File: src/rtl/dbnc_pkg.sv
package dbnc_pkg;
  // Default counter width: 2^18 cycles of agreement, about 5 ms at 50 MHz.
  localparam int unsigned DEF_CNT_W = 19;

  typedef struct packed {
    logic cur;   // newest registered sample
    logic prev;  // sample one cycle older
  } samp_pair_t;
endpackage

File: src/rtl/dbnc_sampler.sv
module dbnc_sampler
  import dbnc_pkg::*;
(
  input  logic       clk,
  input  logic       rst,
  input  logic       raw_in,
  output samp_pair_t samp
);
  logic s_cur_q;
  logic s_prev_q;

  always_ff @(posedge clk) begin
    if (rst) begin
      s_cur_q  <= 1'b0;
      s_prev_q <= 1'b0;
    end else begin
      s_cur_q  <= raw_in;
      s_prev_q <= s_cur_q;
    end
  end

  assign samp.cur  = s_cur_q;
  assign samp.prev = s_prev_q;
endmodule

File: src/rtl/dbnc_stab_counter.sv
module dbnc_stab_counter #(
  parameter int unsigned CNT_W = 19
) (
  input  logic             clk,
  input  logic             rst,
  input  logic             mismatch,
  output logic [CNT_W-1:0] count,
  output logic             settled
);
  localparam int unsigned TOP = CNT_W - 1;

  logic [CNT_W-1:0] cnt_q;

  always_ff @(posedge clk) begin
    if (rst) begin
      cnt_q <= '0;
    end else if (mismatch) begin
      cnt_q <= '0;
    end else if (!cnt_q[TOP]) begin
      cnt_q <= cnt_q + {{(CNT_W-1){1'b0}}, 1'b1};
    end
  end

  assign count   = cnt_q;
  assign settled = cnt_q[TOP];
endmodule

File: src/rtl/dbnc_out_stage.sv
module dbnc_out_stage #(
  parameter bit PRESS_EN = 1'b1
) (
  input  logic clk,
  input  logic rst,
  input  logic load,
  input  logic stable_val,
  output logic level,
  output logic press
);
  logic level_q;

  always_ff @(posedge clk) begin
    if (rst)       level_q <= 1'b0;
    else if (load) level_q <= stable_val;
  end

  generate
    if (PRESS_EN) begin : g_press
      logic press_q;
      always_ff @(posedge clk) begin
        if (rst) press_q <= 1'b0;
        else     press_q <= load & stable_val & ~level_q;
      end
      assign press = press_q;
    end else begin : g_no_press
      assign press = 1'b0;
    end
  endgenerate

  assign level = level_q;
endmodule

File: src/rtl/btn_debouncer.sv
module btn_debouncer
  import dbnc_pkg::*;
#(
  parameter int unsigned CNT_W    = DEF_CNT_W,
  parameter bit          PRESS_EN = 1'b1
) (
  input  logic clk,
  input  logic rst,
  input  logic btn_raw,
  output logic btn_level,
  output logic btn_press
);
  samp_pair_t       samp;
  logic             diff;
  logic [CNT_W-1:0] stab_cnt;
  logic             settled;

  dbnc_sampler u_sampler (
    .clk    (clk),
    .rst    (rst),
    .raw_in (btn_raw),
    .samp   (samp)
  );

  assign diff = samp.cur ^ samp.prev;

  dbnc_stab_counter #(.CNT_W(CNT_W)) u_cnt (
    .clk      (clk),
    .rst      (rst),
    .mismatch (diff),
    .count    (stab_cnt),
    .settled  (settled)
  );

  // The older sample is loaded: in the cycle that a change reaches the
  // newer sample, the older one still holds the settled value.
  dbnc_out_stage #(.PRESS_EN(PRESS_EN)) u_out (
    .clk        (clk),
    .rst        (rst),
    .load       (settled),
    .stable_val (samp.prev),
    .level      (btn_level),
    .press      (btn_press)
  );
endmodule

File: config.mk
export PLATFORM = sky130hd
export DESIGN_NAME = btn_debouncer
export DESIGN_NICKNAME = d
export VERILOG_FILES = /design/src/rtl/dbnc_pkg.sv /design/src/rtl/dbnc_sampler.sv /design/src/rtl/dbnc_stab_counter.sv /design/src/rtl/dbnc_out_stage.sv /design/src/rtl/btn_debouncer.sv
export SDC_FILE = /design/constraint.sdc
export NUM_CORES = 1
export LEC_CHECK = 0
export ABC_AREA = 1
export BUFFER_PORTS_ARGS = -buffer_cell sky130_fd_sc_hd__buf_2
export CELL_PAD_IN_SITES_DETAIL_PLACEMENT = 0
export CELL_PAD_IN_SITES_GLOBAL_PLACEMENT = 2
export CORE_ASPECT_RATIO = 0.6
export CORE_MARGIN = 2
export CORE_UTILIZATION = 30
export DETAILED_ROUTE_END_ITERATION = 10
export PLACE_DENSITY_LB_ADDON = 0.1
export SLEW_MARGIN = 15
export SYNTH_ARGS = -nofsm -noshare
export SYNTH_HDL_FRONTEND = slang
export SYNTH_HIERARCHICAL = 1
export SYNTH_SLANG_ARGS = --single-unit
File: constraint.sdc
create_clock -name clk -period 1.2 [get_ports clk]
set_clock_uncertainty 0.15 [all_clocks]
set_input_delay 0.18 -clock clk [delete_from_list [all_inputs] [get_ports clk]]
set_output_delay 0.18 -clock clk [all_outputs]
set_load 0.03 [all_outputs]
==> summary.md <==
| Metric | Value |
|---|---|
| Outcome | complete, but fails checks |
| Failing checks | setup timing |
| CORE AREA | 3680 um^2 |
| CTS Sinks | 23 |
| Overall routing resource usage | 15.1% |
| Cell Rows | 17 |
| Hold WC Path Type | input pin to flip-flop |
| Layout cell share with drive strength beyond 1 | 40.9% |
| Worst Path Required | roughly 1.2 ns |
| CTS buffer count | 3 |
| Die X | 84.2 um |
| Via Count | ~1100 |
| Residual DRC | 0 |
| CP max FO | 5 |
| Syn avg cell area | slightly below 7 um^2 |
| Nets | 208 |
| I/O pins | 5 |
| Die area | 4390 um^2 |
| Max-slew headroom | 83.2% |
| Die H | 52.1 um |
| ANT cells | 0 |
| Final GP Congestion | roughly 0.74 |
| Crit start category | flip-flop |
| Syn Inst Count | 172 |
| CTS tree | built |
| Layout fillers | 394 |
| Per-cell routed wire length | 11.8 um |
| Crit Path Class | flip-flop to flip-flop |
| Pin count of the biggest net entering global routing | 13 |
| Slew Limit Fails | 0 |
| Area growth from synthesis to layout | 40.0% |
| Clock Latency Late Sink | approximately 0.27 ns |
| Max Freq | 722 MHz |
| Final setup violation count | 17 |
| Final WL | 2950 um |
| Number of global-route vias before repair | 1072 |
| Vias/cell | 4.44 |
| First-pass iteration count of the detailed router | 4 |
| VDD IR max | 0.416 mV |
| Post-synthesis net count | ~180 |
| Warnings from Yosys | 6 |
| Antenna-violating nets left | 0 |
| DP Cell Count | about 240 |
| Final design utilization | 44.0% |
| Worst EP arrival | 1.41 ns |
| Final Worst Setup Slack | -0.186 ns |
| CP Launch Point | u_cnt/count[1] |
| Worst min-delay path startpoint | rst |
| Max Cap Violations | 0 |
| Max Root-Sink Buffers | 2 |
| GR Overflow Total | 0 |
| Worst Max-Slew Pin Slew | about 0.25 ns |
| Port bufs | 4 |
| Hold Vio Cnt, Final | 0 |
| Initial antenna violation count | 0 |
| Tmin final | 1.39 ns |
| H-tree Lvls | 1 |
| Clock tree root buffer cell | clkbuf_8 |
| Power density over the cells | 866 nW/um^2 |
| Filler-free cell count of the finished design | 250 |
| Initial Utilization | a little under a third |
| DP HPWL | a little over 2000 um |
| Leakage | 0.000608 uW |
| Starting DRC count in detailed routing | 27 |
| Setup crit end kind | flip-flop |
| RSZ-0062 raised after global routing | true |
| Clk pin slew, worst setup/hold paths | 0.09 ns |
| First-pass GRT wire length | ~5000 um |
| Setup WS pre-CTS | -0.187 ns |
| Fin crit share | 115% |
| Reg2reg start | u_cnt/count[1] |
| Mapped cell area | approximately 1200 um^2 |
layout make-up:
type / count / area [um^2] / share of cell area (%)
Tap cell: 47 / 58.8 / 3.63
Multi-Input combinational cell: 121 / 709 / 43.8
Clock buffer: 4 / 45.0 / 2.78
Timing Repair Buffer: 30 / 231 / 14.3
Inverter: 25 / 93.8 / 5.79
Sequential cell: 23 / 482 / 29.7
where the power goes:
group	switching (uW)	internal (uW)	leakage [uW]
Clock	268	238	0.0000228
Sequential	10.9	770	0.000193
Combinational	62.3	54.1	0.000393
Total	341	1060	0.000608
cell usage in the layout (no fill, tap or decap), types with 6 or more instances in the layout:
cell	instances
nor2_4	12
dfxtp_2	11
dfxtp_1	10
a21oi_1	12
nand3_1	7
buf_4	22
nor2_1	24
nand2_2	6
inv_1	21
nand2_1	34
critical path, cell delays in order (launching register included):
cell,delay (ns)
dfxtp_2,0.37
ha_4,0.14
inv_2,0.04
nor2_4,0.16
nand2_4,0.11
nor2_4,0.12
nand2_1,0.05
and3_1,0.14
repair_timing:
item                                    CTS  global route
hold buffers                              1             0
buffers inserted                          2             3
hold endpoints to repair                  1             0
gates resized for setup                  21            28
endpoints found under the setup margin   19            20
cloned                                    1             0
pin swaps                                11            11
flip-flops by register name (all words and copies together) (netlist names):
name	cells
u_out/press	1
u_sampler/s_prev_q	1
u_sampler/s_cur_q	1
u_cnt/count	19
u_out/level	1
worst paths after layout:
| kind | end | slack [ns] | cells past startpoint |
|---|---|---|---|
| max | u_cnt/count[10] | -0.19 | 7 |
| min | u_out/level | 0.05 | 2 |
| max reg2reg | u_cnt/count[10] | -0.19 | 7 |
| min reg2reg | u_out/press | 0.28 | 1 |
stage by stage:
| stage | area (um^2) | total power (uW) | setup TNS, ns | hold WS, ns |
|---|---|---|---|---|
| finish | 1620 | 1400 | -1.60 | 0.0506 |
| CTS | 1520 | 1420 | -1.69 | 0.0327 |
| global placement | 1390 | 885 | -1.82 | 0.231 |
| global route | 1620 | 1480 | -3.27 | 0.0430 |
| floorplan | 1190 | 858 | -0.347 | 0.0924 |
| detailed placement | 1390 | 888 | -2.03 | 0.240 |
metal layers:
layer | GRT usage (%) | up-vias | wire length (um) | share of wire (%)
met4 | 3.23 | 0 | 14 | 0.48
li1 | - | 599 | - | -
met5 | 0 | - | 0 | 0
met2 | 23.1 | 7 | 1220 | 41
met3 | 4.29 | 2 | 87 | 3.0
met1 | 21.2 | 503 | 1620 | 55
Note: power is estimated with default switching activity, not from simulation.
